### config.mk
export PLATFORM = sky130hd
export DESIGN_NAME = ldx_pair_unit
export DESIGN_NICKNAME = d
export VERILOG_FILES = /design/src/rtl/ldx_pair_unit.sv
export SDC_FILE = /design/constraint.sdc
export NUM_CORES = 1
export LEC_CHECK = 0
export BUFFER_PORTS_ARGS = -buffer_cell sky130_fd_sc_hd__clkbuf_2
export CAP_MARGIN = 10
export CORE_AREA = 2 2 195 197
export CTS_CLUSTER_DIAMETER = 80
export DETAILED_ROUTE_END_ITERATION = 10
export DIE_AREA = 0 0 197 199
export PLACE_DENSITY_LB_ADDON = 0.25
export SETUP_SLACK_MARGIN = 0.1
export SYNTH_ARGS = -nofsm -noshare
export SYNTH_HDL_FRONTEND = slang
export SYNTH_SLANG_ARGS = --single-unit
### constraint.sdc
create_clock -name clk -period 2.8 [get_ports clk]
set_clock_uncertainty 0.15 [all_clocks]
set_input_delay 0.28 -clock clk [delete_from_list [all_inputs] [get_ports clk]]
set_output_delay 0.28 -clock clk [all_outputs]
set_load 0.05 [all_outputs]
### src/rtl/ldx_pair_unit.sv
module ldx_pair_unit #(
  parameter logic [63:0] UNKNOWN_FILL = 64'hBAD0_F00D_BAD0_F00D
) (
  input  logic        clk,
  input  logic        rst_n,
  input  logic        op_valid,
  output logic        op_ready,
  input  logic        op_wide,
  input  logic [4:0]  op_dst1,
  input  logic [4:0]  op_dst2,
  input  logic [4:0]  op_base,
  input  logic        big_endian,
  input  logic [1:0]  overlap_mode,
  output logic [4:0]  rf_idx,
  input  logic [63:0] rf_data,
  input  logic [63:0] sp_value,
  output logic        mem_req_valid,
  input  logic        mem_req_ready,
  output logic [63:0] mem_req_addr,
  output logic [3:0]  mem_req_bytes,
  output logic        mem_req_big_endian,
  output logic        mem_req_tag_chk,
  input  logic        mem_rsp_valid,
  input  logic [63:0] mem_rsp_data,
  output logic        done,
  output logic        wb1_en,
  output logic [4:0]  wb1_idx,
  output logic [63:0] wb1_data,
  output logic        wb2_en,
  output logic [4:0]  wb2_idx,
  output logic [63:0] wb2_data,
  output logic        fault_sp_align,
  output logic        fault_align,
  output logic        fault_undef,
  input  logic        clrex,
  input  logic        excl_check,
  output logic        mon_valid,
  output logic [63:0] mon_addr
);
  localparam int XLEN = 64;
  localparam int HALF = XLEN / 2;
  localparam logic [4:0] SP_IDX = 5'd31;

  typedef enum logic [1:0] {IDLE, ISSUE, WAIT} state_t;
  state_t state;

  logic            beat, wide_q, be_q, tag_q;
  logic [4:0]      dst1_q, dst2_q;
  logic [XLEN-1:0] base_q, first_q;

  logic [XLEN-1:0] base_addr;
  logic            accept, sp_bad, same_dst, misaligned;

  assign rf_idx     = op_base;
  assign base_addr  = (op_base == SP_IDX) ? sp_value : rf_data;
  assign accept     = op_valid && op_ready;
  assign sp_bad     = (op_base == SP_IDX) && (sp_value[3:0] != 4'd0);
  assign same_dst   = (op_dst1 == op_dst2);
  assign misaligned = op_wide && (base_addr[3:0] != 4'd0);

  assign op_ready           = (state == IDLE);
  assign mem_req_valid      = (state == ISSUE);
  assign mem_req_addr       = base_q + (beat ? XLEN'(8) : XLEN'(0));
  assign mem_req_bytes      = 4'd8;
  assign mem_req_big_endian = be_q;
  assign mem_req_tag_chk    = tag_q;

  always_ff @(posedge clk) begin
    if (!rst_n) begin
      state <= IDLE;
      beat <= 1'b0;
      wide_q <= 1'b0;
      be_q <= 1'b0;
      tag_q <= 1'b0;
      dst1_q <= '0;
      dst2_q <= '0;
      base_q <= '0;
      first_q <= '0;
      done <= 1'b0;
      wb1_en <= 1'b0;
      wb2_en <= 1'b0;
      wb1_idx <= '0;
      wb2_idx <= '0;
      wb1_data <= '0;
      wb2_data <= '0;
      fault_sp_align <= 1'b0;
      fault_align <= 1'b0;
      fault_undef <= 1'b0;
      mon_valid <= 1'b0;
      mon_addr <= '0;
    end else begin
      done <= 1'b0;
      wb1_en <= 1'b0;
      wb2_en <= 1'b0;
      fault_sp_align <= 1'b0;
      fault_align <= 1'b0;
      fault_undef <= 1'b0;
      if (clrex || excl_check) mon_valid <= 1'b0;

      unique case (state)
        IDLE: if (accept) begin
          wide_q <= op_wide;
          be_q   <= big_endian;
          tag_q  <= (op_base != SP_IDX);
          dst1_q <= op_dst1;
          dst2_q <= op_dst2;
          base_q <= base_addr;
          beat   <= 1'b0;
          if (sp_bad) begin
            done <= 1'b1;
            fault_sp_align <= 1'b1;
          end else if (same_dst && overlap_mode == 2'd1) begin
            done <= 1'b1;
            fault_undef <= 1'b1;
          end else if (same_dst && overlap_mode[1]) begin
            done <= 1'b1;
          end else if (same_dst) begin
            done <= 1'b1;
            wb1_en <= 1'b1;
            wb1_idx <= op_dst1;
            wb1_data <= UNKNOWN_FILL;
            mon_valid <= 1'b1;
            mon_addr <= op_wide ? {base_addr[XLEN-1:4], 4'd0} : {base_addr[XLEN-1:3], 3'd0};
          end else if (misaligned) begin
            done <= 1'b1;
            fault_align <= 1'b1;
          end else begin
            mon_valid <= 1'b1;
            mon_addr <= op_wide ? {base_addr[XLEN-1:4], 4'd0} : {base_addr[XLEN-1:3], 3'd0};
            state <= ISSUE;
          end
        end
        ISSUE: if (mem_req_ready) state <= WAIT;
        WAIT: if (mem_rsp_valid) begin
          if (wide_q && !beat) begin
            first_q <= mem_rsp_data;
            beat <= 1'b1;
            state <= ISSUE;
          end else begin
            state <= IDLE;
            done <= 1'b1;
            wb1_en <= 1'b1;
            wb2_en <= 1'b1;
            wb1_idx <= dst1_q;
            wb2_idx <= dst2_q;
            if (wide_q) begin
              wb1_data <= first_q;
              wb2_data <= mem_rsp_data;
            end else if (be_q) begin
              wb1_data <= {{HALF{1'b0}}, mem_rsp_data[XLEN-1:HALF]};
              wb2_data <= {{HALF{1'b0}}, mem_rsp_data[HALF-1:0]};
            end else begin
              wb1_data <= {{HALF{1'b0}}, mem_rsp_data[HALF-1:0]};
              wb2_data <= {{HALF{1'b0}}, mem_rsp_data[XLEN-1:HALF]};
            end
          end
        end
        default: state <= IDLE;
      endcase
    end
  end
endmodule


# Word level (Yosys, flattened, before mapping)
# Cells that the tools add are included.
[word_totals]
reg_bits = 353
input_bits = 218
out_inout_bits = 286
wordCells = 134
[op_classes]
n_addsub = 1
n_eq_ne = 18
muxes = 64
n_bitwise = 7
reduce_logical = 23
[ops]
columns = ["op", "count"]
rows = [
  ["$mux 64", 12],
  ["$pmux 64 s2", 1],
  ["$add 64x4->64", 1],
  ["$mux 32", 2],
  ["$mux 5", 7],
  ["$mux 1", 27],
  ["$ne 2x2->1 const B", 9],
  ["$mux 2", 8],
  ["$reduce_and 8->1", 2],
  ["$pmux 5 s2", 1],
  ["$reduce_and 3->1", 3],
  ["$mux 4", 2],
  ["$reduce_bool 4->1", 2],
  ["$not 1->1", 7],
  ["$reduce_or 7->1", 1],
  ["$logic_and 1x1->1", 6],
  ["$ne 2x1->1 const B", 3],
  ["$pmux 1 s2", 3],
  ["$pmux 2 s3", 1],
  ["$reduce_and 6->1", 1],
  ["$eq 5x5->1", 1],
  ["$eq 5x5->1 const B", 1],
  ["$ne 5x5->1 const B", 1],
  ["$eq 2x1->1 const B", 2],
  ["8 further kinds", 9],
]

# Logic depth before layout (Yosys ltp)
# Gate-level depths: netlist of run 1.
[depth]
word_depth = 11
ltp_mapped = 9
depth_no_buf = 7

# Least setup slack after synthesis of run 1
# OpenSTA, ideal clock, no wires.
[synth_path]
kind = "register to output"
from = "register beat"
to = "output port mem_req_addr[61]"
t_arrival_ns = 2.426
t_required_ns = 2.370
setup_slack_ns = -0.056
stages_incl_launch_ff = 8
path_buffers = 0
path_cell_list = "dfxtp_1 -> ha_1 -> ha_1 -> nand3_1 -> nor4_2 -> nand4_2 -> nor4_2 -> xor2_1"
[synth_via]
elab_chain_cells = 2
[synth_lines]
columns = ["element", "line_no", "source"]
rows = [
  ["start, declared", "47", "logic beat, wide_q, be_q, tag_q;"],
  ["start signal, assigned", "71", "beat <= 1'b0;"],
  ["start signal, assigned", "108", "beat <= 1'b0;"],
  ["start signal, assigned", "137", "beat <= 1'b1;"],
  ["$mux 4", "63", "assign mem_req_addr = base_q + (beat ? XLEN'(8) : XLEN'(0));"],
  ["$add 64x4->64", "63", ""],
  ["end, declared", "19", "output logic [63:0] mem_req_addr,"],
]
# No other way between the ends.

# Worst setup path in the final report of run 1
[layout_path]
from = "register base_q[3]"
to = "output port mem_req_addr[43]"
[layout_via]
elab_chain_cells = 1
[layout_lines]
columns = ["element", "line_no", "source"]
rows = [
  ["start, declared", "49", "logic [XLEN-1:0] base_q, first_q;"],
  ["start signal, assigned", "107", "base_q <= base_addr;"],
  ["$add 64x4->64", "63", ""],
]
# No other way between the ends.

==> results.py, run 1 <==
metrics = {
    "setup_path": {
        "slowest_stage": "dfxtp_2",
        "max_stage_delay_ns": 0.35,
        "crit_start": "base_q[3]$_SDFFE_PN0P_",
        "worstPathMaxFanout": 4,
        "crit_arrival_ns": 2.60,
        "critPathLaunchType": "flip-flop",
        "cpMostUsedCell": "ha_4",
        "path_cells": "ha_4 > ha_4 > nand3_4 > nor4_4 > nand4_1 > nor2_1 > xor2_1 > buf_12",
        "criticalPathCategory": "reg -> out",
        "r2r-start": "state[1]$_SDFFE_PN0P_",
        "critPathTopFamily": "simple AND/OR/NAND/NOR gates",
        "cp-end-kind": "primary output",
        "cp.required_ns": 2.37,
        "path_buf_inv": 1,
    },
    "synthesis": {
        "avgSynthCellArea_um2": 9.095,
        "synthFlopType": "dfxtp_1",
        "syn-cell-area_mm2": 0.01598,
        "synthArstFlopShare": 0,
        "synth-warning-count": 0,
        "ys_seq_area_frac": 0.4385,
        "ys_types": 48,
        "syn_inst": 1757,
        "ys_seq_elements": 350,
        "synth_edf_count": 0,
    },
    "clocking": {
        "cts_max_path_buffers": 3,
        "cts-root-buf": "clkbuf_16",
        "clock_latency_ns": 0.53,
        "cts_sinks": 350,
        "cts_buffers": 40,
        "cts_max_level": 2,
        "clk_pin_slew_ns": 0.06,
        "cts_tree": "done",
    },
    "routing": {
        "first_pass_iters": 6,
        "remaining_drc_errors": 0,
        "num_vias": 15960,
        "ant_nets": 0,
        "wl_per_cell_um": 20.27,
        "drt_iter0_markers": 1144,
        "via_per_inst": 5.553,
        "totalWireLength_um": 58270,
    },
    "power": {
        "p_sw_frac": 0.2962,
        "intPower_mw": 9.312,
        "total_leakage_power_nw": 12.18,
        "combPwrFrac": 0.199,
        "pwr_density_cell_mw_per_mm2": 561.8,
        "p_sw_mw": 3.919,
        "p_clk_frac": 0.392,
        "sequentialPowerShare": 0.410,
        "ir_drop_uv": 414.3,
    },
    "timing": {
        "max_freq_mhz": 330.1,
        "fin_crit_sh": 1.082,
        "fin_crit_ns": 3.030,
        "setup_slack_ns": -0.2296,
        "tightest_slew_ns": 0.7698,
        "rsz0062_at_grt": "yes",
        "relSlewSlack": 0.4868,
        "hold_viol": 0,
        "setup_viol": 35,
        "holdWs_ns": 0.01408,
        "report.final.slew_viol_count": 0,
    },
    "floorplan": {
        "num_rows": 71,
        "coreArea_mm2": 0.03713,
        "die_w_um": 197,
        "dieHeight_um": 199,
        "die-area_mm2": 0.03920,
        "ios": 504,
        "initial_utilization": 0.4304,
    },
    "hold_path": {
        "worstHoldPathType": "in -> reg",
        "hold_start": "sp_value[24]",
    },
    "global_routing": {
        "grtUsageMet3": 0.06460,
        "overflow": 0,
        "grt_pass1_wl_um": 86390,
        "antenna_found_initial": 2,
        "grt_pass1_vias": 15370,
        "grtUsageMet1": 0.3298,
        "grt_max_degree": 143,
        "grtUsageTotal": 0.2768,
        "top_usage_layer": "met2",
        "met2_usage": 0.4693,
    },
    "finish": {
        "nNetsFinal": 2591,
        "fin_cells": 2875,
        "drive_gt1_frac": 0.3481,
        "postLayoutCoreUtil": 0.6342,
        "area_delta_synth_final_pct": 47.38,
    },
    "place": {
        "dp_cells": 2624,
        "dp_hpwl_um": 37060,
        "port_buffers": 496,
        "gp_congestion": 0.8746,
    },
    "run_status": {
        "outcome": "finished with violations",
        "violations": "setup timing",
    },
    "run": {
        "cap_violations": 0,
    },
}
-- worst min-delay path, cell delays in order --
cell and delay, ns:
clkbuf_2 0.08, mux2i_1 0.09, nand2_1 0.08, o211a_1 0.14
-- synthesized netlist by cell type, drive strengths merged, types with 2 or more instances --
master / number / area share
clkbuf: 103 / 0.024
nor4: 13 / 0.0078
o211a: 172 / 0.11
mux2: 35 / 0.025
nand4: 20 / 0.0086
a22o: 32 / 0.018
nand2b: 3 / 0.0012
nand2: 412 / 0.097
and2: 5 / 0.0020
o21ai: 50 / 0.016
and3: 7 / 0.0027
nand3: 117 / 0.037
and4: 9 / 0.0049
xor2: 29 / 0.016
xnor2: 35 / 0.019
ha: 2 / 0.0016
o221a: 16 / 0.011
mux2i: 117 / 0.073
a21boi: 84 / 0.039
conb: 2 / 0.00047
a21o: 2 / 0.00094
nor3b: 2 / 0.00094
a31oi: 2 / 0.00078
buf: 59 / 0.023
a21oi: 3 / 0.00094
dfxtp: 350 / 0.44
or3: 3 / 0.0012
nor2b: 2 / 0.00078
nor2: 34 / 0.0080
nor3: 13 / 0.0047
inv: 16 / 0.0038
-- routing by layer --
layer | wire, um | vias up
li1 | - | 7394
met1 | 22410 | 7607
met2 | 28090 | 760
met3 | 4729 | 203
met4 | 3035 | 0
met5 | 0 | -
-- final cells by class --
| class | count | area [um2] |
|---|---|---|
| Fill cell | 2891 | 13580 |
| Multi-Input combinational cell | 1234 | 9104 |
| Sequential cell | 350 | 7077 |
| Timing Repair Buffer | 729 | 5424 |
| Clock buffer | 62 | 1165 |
| Tap cell | 474 | 593.1 |
| Clock inverter | 8 | 123.9 |
| Inverter | 16 | 60.06 |
| Antenna cell | 2 | 5.005 |
-- sequential cells by signal, summed over array words and instances, names as in the netlist --
name / flops
base_q: 64
beat: 1
done: 1
dst1_q: 5
dst2_q: 5
fault_align: 1
fault_sp_align: 1
fault_undef: 1
first_q: 64
mem_req_big_endian: 1
mem_req_tag_chk: 1
mon_addr: 61
mon_valid: 1
state: 2
wb1_data: 64
wb1_en: 1
wb1_idx: 5
wb2_data: 64
wb2_en: 1
wb2_idx: 5
wide_q: 1
-- per-stage QoR --
stage | area, um2 | total power [mW] | setup TNS [ns] | worst slack (ns)
finish | 23550 | 13.23 | -4.242 | -0.2296
global route | 23550 | 13.68 | -7.284 | -0.3241
CTS | 23040 | 13.18 | -1.982 | -0.1615
detailed placement | 19280 | 7.724 | 0 | 0.04556
global placement | 19280 | 7.701 | 0 | 0.1507
floorplan | 16100 | 6.974 | 0 | 0.1042
-- cell families after synthesis --
logic type	Yosys count	share of synthesized area
adders and majority gates	2	0.001566
xor gates and xnor gates	64	0.03508
and+or+nand+nor	643	0.1783
muxes	152	0.09795
AOI/OAI and AO/OA	366	0.1970
other	2	0.0004700
buffers and inverters	178	0.05121
DFF	350	0.4385
-- what timing repair did --
item	in CTS	in global routing
endpoints found under the setup margin	52	52
hold buffers	151	0
buffers inserted	12	17
pin swaps	29	38
endpoints found under the hold margin	196	0
resized for setup	190	111
-- layout by cell type, fill, tap and decap left out, drive strengths merged, types with 16 or more instances in the layout --
master | synthesis | routed
o211a | 172 | 172
xnor2 | 35 | 35
nand2 | 412 | 412
nor2 | 34 | 34
o21ai | 50 | 50
buf | 59 | 123
o221a | 16 | 16
dlygate4sd3 | 0 | 151
dfxtp | 350 | 350
mux2i | 117 | 117
a22o | 32 | 32
nand3 | 117 | 117
inv | 16 | 16
clkbuf | 103 | 517
a21boi | 84 | 84
xor2 | 29 | 29
mux2 | 35 | 35
nand4 | 20 | 20
-- path summary, 6_finish.rpt --
kind	end	slack, ns	cells after the start
worst max-delay path	mem_req_addr[43]	-0.23	8
worst min-delay path	base_q[24]$_SDFFE_PN0P_	0.01	4
worst max register to register	base_q[1]$_SDFFE_PN0P_	0.40	6
worst min register to register	first_q[22]$_SDFFE_PN0P_	0.30	2
-- power groups by stage --
stage	registers, mW	clock network [mW]	logic [mW]
floorplan	5.81	0	1.16
global placement	5.48	0	2.22
detailed placement	5.48	0	2.24
CTS	5.39	5.26	2.53
global route	5.44	5.48	2.76
finish	5.42	5.18	2.63
No activity file was read; power rests on OpenSTA's default activity.
==> inputs of run 2 (changes only) <==
--- a/config.mk
+++ b/config.mk
@@ -12,7 +12,9 @@
 export DETAILED_ROUTE_END_ITERATION = 10
 export DIE_AREA = 0 0 197 199
 export PLACE_DENSITY_LB_ADDON = 0.25
+export REMOVE_ABC_BUFFERS = 1
 export SETUP_SLACK_MARGIN = 0.1
 export SYNTH_ARGS = -nofsm -noshare
 export SYNTH_HDL_FRONTEND = slang
 export SYNTH_SLANG_ARGS = --single-unit
+export TNS_END_PERCENT = 50
==> constraint.sdc (replaced) <==
create_clock -name clk -period 2.8 [get_ports clk]
set_clock_uncertainty 0.15 [all_clocks]
set_input_delay 0.42 -clock clk [delete_from_list [all_inputs] [get_ports clk]]
set_output_delay 0.42 -clock clk [all_outputs]
set_load 0.05 [all_outputs]
==> results.py, run 2 (synthesis results as in run 1) <==
metrics = {
    "place": {
        "gp_congestion": 0.9179,
        "dp_cells": 2649,
        "post-place-ws_ns": 0.0005582,
        "dp_hpwl_um": 38800,
        "port_buffers": 496,
    },
    "finish": {
        "fin_cells": 2790,
        "drive_gt1_frac": 0.3563,
        "area_delta_synth_final_pct": 39.66,
        "nNetsFinal": 2498,
        "layout_commonest_cell": "clkbuf_2",
        "layout_common_cells": "clkbuf_2, nand2_1, dfxtp_1",
    },
    "timing": {
        "rsz0062_at_grt": "yes",
        "tns_ns": -8.227,
        "report.final.slew_viol_count": 0,
        "relSlewSlack": 0.3876,
        "fin_crit_ns": 3.125,
        "setup_slack_ns": -0.3254,
        "fin_crit_sh": 1.116,
        "tightest_slew_ns": 0.9164,
        "max_freq_mhz": 320.0,
        "hold_viol": 0,
        "setup_viol": 50,
        "holdWs_ns": 0.01784,
    },
    "clocking": {
        "cts-root-buf": "clkbuf_16",
        "cts_max_path_buffers": 3,
        "cts_buffers": 40,
        "cts_sinks": 350,
        "cts_max_level": 2,
        "clk_pin_slew_ns": 0.06,
        "clock_latency_ns": 0.53,
        "cts_tree": "done",
    },
    "routing": {
        "first_pass_iters": 5,
        "wl_per_cell_um": 20.13,
        "totalWireLength_um": 56150,
        "remaining_drc_errors": 0,
        "ant_nets": 0,
        "num_vias": 15130,
        "via_per_inst": 5.422,
        "drt_iter0_markers": 735,
    },
    "setup_path": {
        "cp.required_ns": 2.23,
        "cp-end-kind": "primary output",
        "slowest_stage": "dfxtp_2",
        "critPathLaunchType": "flip-flop",
        "path_buf_inv": 2,
        "max_stage_delay_ns": 0.42,
        "worstPathMaxFanout": 8,
        "critPathTopFamily": "simple AND/OR/NAND/NOR gates",
        "crit_arrival_ns": 2.56,
        "criticalPathCategory": "reg -> out",
        "path_cells": "and4_2 > and3_1 > nand4_2 > buf_8 > nor4_4 > xor2_1 > bufbuf_16",
        "r2r_setup_slack_ns": 0.55,
    },
    "floorplan": {
        "dieHeight_um": 199,
        "die_w_um": 197,
        "die-area_mm2": 0.03920,
        "ios": 504,
        "initial_utilization": 0.4304,
        "num_rows": 71,
        "coreArea_mm2": 0.03713,
    },
    "run": {
        "cap_violations": 0,
    },
    "hold_path": {
        "worstHoldPathType": "in -> reg",
    },
    "power": {
        "ir_drop_uv": 490.3,
        "total_leakage_power_nw": 11.71,
        "total_power_mw": 13.18,
        "pwr_density_cell_mw_per_mm2": 590.4,
    },
    "global_routing": {
        "overflow": 0,
        "antenna_found_initial": 15,
        "grt_pass1_wl_um": 84220,
        "grt_pass1_vias": 14700,
        "grt_max_degree": 143,
        "grtUsageTotal": 0.2748,
    },
    "run_status": {
        "outcome": "finished with violations",
        "violations": "setup timing",
    },
}
-- run 2: cell types whose count changed in the layout (fill, tap and decap cells not counted), moves of 5 or more --
cell | previous run | this run
dlygate4sd3_1 | 151 | 41
buf_4 | 54 | 82
dfxtp_1 | 312 | 329
buf_8 | 26 | 13
dfxtp_2 | 29 | 17
diode_2 | 2 | 9
xor2_1 | 8 | 15
buf_6 | 14 | 9
clkbuf_4 | 0 | 5
clkbuf_8 | 17 | 22
dfxtp_4 | 9 | 4
nor2_4 | 15 | 10
xor2_2 | 17 | 12
-- run 2: final timing paths --
kind / startpoint / to / cells after the start
max: base_q[41]$_SDFFE_PN0P_ / mem_req_addr[61] / 7
min: op_dst1[0] / dst1_q[0]$_SDFFE_PN0P_ / 3
max reg2reg: beat$_SDFFE_PN0P_ / wb1_data[36]$_SDFFE_PN0P_ / 7
min reg2reg: dst2_q[3]$_SDFFE_PN0P_ / wb2_idx[3]$_SDFFE_PN0P_ / 2
-- run 2: tightest hold or removal path: stages --
cell and delay (ns):
clkbuf_2 0.10, nand2_1 0.05, a21boi_0 0.07
-- run 2: power by group --
group          switching (mW)  internal, mW
sequential              0.167          5.20
clock                    2.09          3.18
combinational            1.64         0.905
total                    3.89          9.28
-- run 2: routing by layer --
metal,wire length [um],global-route usage,part of all wire
met1,22320,0.3254,0.40
met2,26940,0.4613,0.48
met3,5093,0.09647,0.091
met4,1706,0.09719,0.030
met5,89,0,0.0016
-- run 2: timing repair --
action / in CTS / in global routing
hold endpoints to repair: 42 / 0
setup buffers: 6 / 15
gates cloned: 0 / 0
resized for setup: 107 / 115
setup endpoints to repair: 55 / 55
hold buffers: 41 / 0
pin swaps: 27 / 43
-- run 2: area by class of cell --
| type | count | area [um2] |
|---|---|---|
| Sequential cell | 350 | 7043 |
| Tap cell | 474 | 593.1 |
| Antenna cell | 9 | 22.52 |
| Multi-Input combinational cell | 1234 | 8877 |
| Fill cell | 3227 | 14820 |
| Timing Repair Buffer | 636 | 4408 |
| Clock buffer | 60 | 1177 |
| Clock inverter | 11 | 136.4 |
| Inverter | 16 | 60.06 |
-- run 2: stage by stage --
| step | instance area [um2] | utilization |
|---|---|---|
| floorplan | 15240 | - |
| global placement | 19440 | 0.5234 |
| detailed placement | 19440 | 0.5234 |
| CTS | 21740 | 0.5856 |
| global route | 22310 | 0.6009 |
| finish | 22320 | 0.6010 |
==> inputs of run 3 (changes only) <==
--- a/config.mk
+++ b/config.mk
@@ -7,10 +7,11 @@
 export LEC_CHECK = 0
 export BUFFER_PORTS_ARGS = -buffer_cell sky130_fd_sc_hd__clkbuf_2
 export CAP_MARGIN = 10
-export CORE_AREA = 2 2 195 197
+export CORE_ASPECT_RATIO = 1.2
+export CORE_MARGIN = 2
+export CORE_UTILIZATION = 30
 export CTS_CLUSTER_DIAMETER = 80
 export DETAILED_ROUTE_END_ITERATION = 10
-export DIE_AREA = 0 0 197 199
 export PLACE_DENSITY_LB_ADDON = 0.25
 export REMOVE_ABC_BUFFERS = 1
 export SETUP_SLACK_MARGIN = 0.1
==> results.py, run 3 (synthesis results as in run 1) <==
metrics = {
    "run_status": {
        "outcome": "finished with violations",
        "violations": "setup timing",
    },
    "routing": {
        "ant_nets": 0,
        "num_vias": 15180,
        "via_per_inst": 5.000,
        "remaining_drc_errors": 0,
        "first_pass_iters": 5,
        "drt_iter0_markers": 808,
        "wl_per_cell_um": 19.09,
        "totalWireLength_um": 57940,
    },
    "global_routing": {
        "grt_pass1_wl_um": 89560,
        "overflow": 0,
        "grtUsageTotal": 0.2048,
        "grt_pass1_vias": 15180,
        "grt_max_degree": 142,
        "antenna_found_initial": 3,
    },
    "setup_path": {
        "critPathLaunchType": "flip-flop",
        "slowest_stage": "or3_4",
        "cpMostUsedCell": "buf_6",
        "worstPathMaxFanout": 4,
        "path_buf_inv": 4,
        "crit_arrival_ns": 2.70,
        "cp.required_ns": 2.23,
        "critPathTopFamily": "simple AND/OR/NAND/NOR gates",
        "criticalPathCategory": "reg -> out",
        "cp-end-kind": "primary output",
        "path_cells": "ha_4 > nand4_1 > buf_6 > or3_4 > nor3_4 > buf_6 > and3_4 > xor2_2 > buf_4 > buf_12",
        "max_stage_delay_ns": 0.38,
    },
    "clocking": {
        "cts_sinks": 350,
        "cts_buffers": 39,
        "clk_pin_slew_ns": 0.06,
        "cts_max_level": 2,
        "cts_tree": "done",
        "clock_latency_ns": 0.54,
        "cts_max_path_buffers": 3,
        "cts-root-buf": "clkbuf_16",
    },
    "floorplan": {
        "die_w_um": 214.7,
        "coreArea_mm2": 0.05261,
        "die-area_mm2": 0.05514,
        "dieHeight_um": 256.8,
        "ios": 504,
        "initial_utilization": 0.3038,
        "num_rows": 92,
    },
    "place": {
        "dp_hpwl_um": 40580,
        "port_buffers": 496,
        "gp_congestion": 0.8747,
    },
    "run": {
        "cap_violations": 0,
    },
    "hold_path": {
        "worstHoldPathType": "in -> reg",
    },
    "power": {
        "total_leakage_power_nw": 11.82,
        "total_power_mw": 13.37,
        "pwr_density_cell_mw_per_mm2": 582.0,
        "ir_drop_uv": 370.9,
    },
    "timing": {
        "fin_crit_sh": 1.167,
        "relSlewSlack": 0.2695,
        "hold_viol": 0,
        "setup_viol": 51,
        "tightest_slew_ns": 1.093,
        "setup_slack_ns": -0.4687,
        "fin_crit_ns": 3.269,
        "max_freq_mhz": 305.9,
        "report.final.slew_viol_count": 0,
        "rsz0062_at_grt": "yes",
    },
    "finish": {
        "layout_common_cells": "clkbuf_2, nand2_1, dfxtp_1",
        "area_delta_synth_final_pct": 43.76,
        "multi_input_area_mm2": 0.008828,
        "postLayoutCoreUtil": 0.4367,
        "seqCellArea_mm2": 0.007027,
        "fillers": 5159,
        "layout_commonest_cell": "clkbuf_2",
        "drive_gt1_frac": 0.3469,
        "nNetsFinal": 2521,
    },
}
==> run 3: area by class of cell <==
class                   instances  share of cell area
multi-input cells            1234              0.3843
diodes                          2           0.0002179
inverters                      16            0.002614
well taps                     705             0.03840
clock buffers                  54             0.05114
repair buffers                660              0.2104
flip-flops and latches        350              0.3059
clock inverters                15            0.007080
==> run 3: worst register-to-register path, delay by kind of cell, from the launching register on <==
kind                   cells  cell delay (ns)
DFF                        1             0.33
AOI/OAI and AO/OA          3             0.85
buffers and inverters      3             0.47
and+or+nand+nor            2             0.28
==> run 3: worst paths after layout <==
path | startpoint | end | slack (ns) | depth (start not counted)
worst max-delay path | base_q[3]$_SDFFE_PN0P_ | mem_req_addr[20] | -0.47 | 10
worst min register to register | first_q[4]$_SDFFE_PN0P_ | first_q[4]$_SDFFE_PN0P_ | 0.30 | 2
worst max register to register | beat$_SDFFE_PN0P_ | wb1_data[27]$_SDFFE_PN0P_ | 0.62 | 8
worst min-delay path | mem_rsp_data[29] | first_q[29]$_SDFFE_PN0P_ | 0.03 | 3
==> run 3: what timing repair did <==
item	CTS	global route
pin swaps	23	20
gates resized for setup	101	58
hold buffers	71	0
endpoints found under the hold margin	91	0
setup buffers	5	7
endpoints found under the setup margin	55	55
==> run 3: stage by stage <==
stage                     setup slack, ns  hold WS, ns  cell area, um2  TNS [ns]  std cells
final                             -0.4687      0.02748           22970    -13.28       3036
after global routing              -0.6049      0.01679           22970    -20.38       3036
after CTS                         -0.5459     0.001498           22690    -15.06       3027
after detailed placement         -0.08095       0.2941           20060   -0.3268       2882
after global placement           -0.01384       0.2870           20060  -0.01584       2882
after floorplan                    -4.081       0.2810           15240   -840.66       1600
==> run 3: power by group <==
part | total (mW) | switching (mW) | internal, mW | leakage [nW]
registers | 5.38 | 0.191 | 5.19 | 2.85
logic | 2.62 | 1.65 | 0.971 | 8.30
clock network | 5.37 | 2.16 | 3.21 | 0.669
total | 13.4 | 4.00 | 9.38 | 11.8
==> run 3: layer usage <==
| layer | track usage | share of wire | wire length, um | vias up |
|---|---|---|---|---|
| li1 | - | - | - | 7255 |
| met1 | 0.2458 | 0.41 | 23700 | 7283 |
| met2 | 0.3490 | 0.48 | 27870 | 544 |
| met3 | 0.05872 | 0.078 | 4506 | 95 |
| met4 | 0.07041 | 0.032 | 1857 | 2 |
| met5 | 0 | 0.00017 | 10 | - |
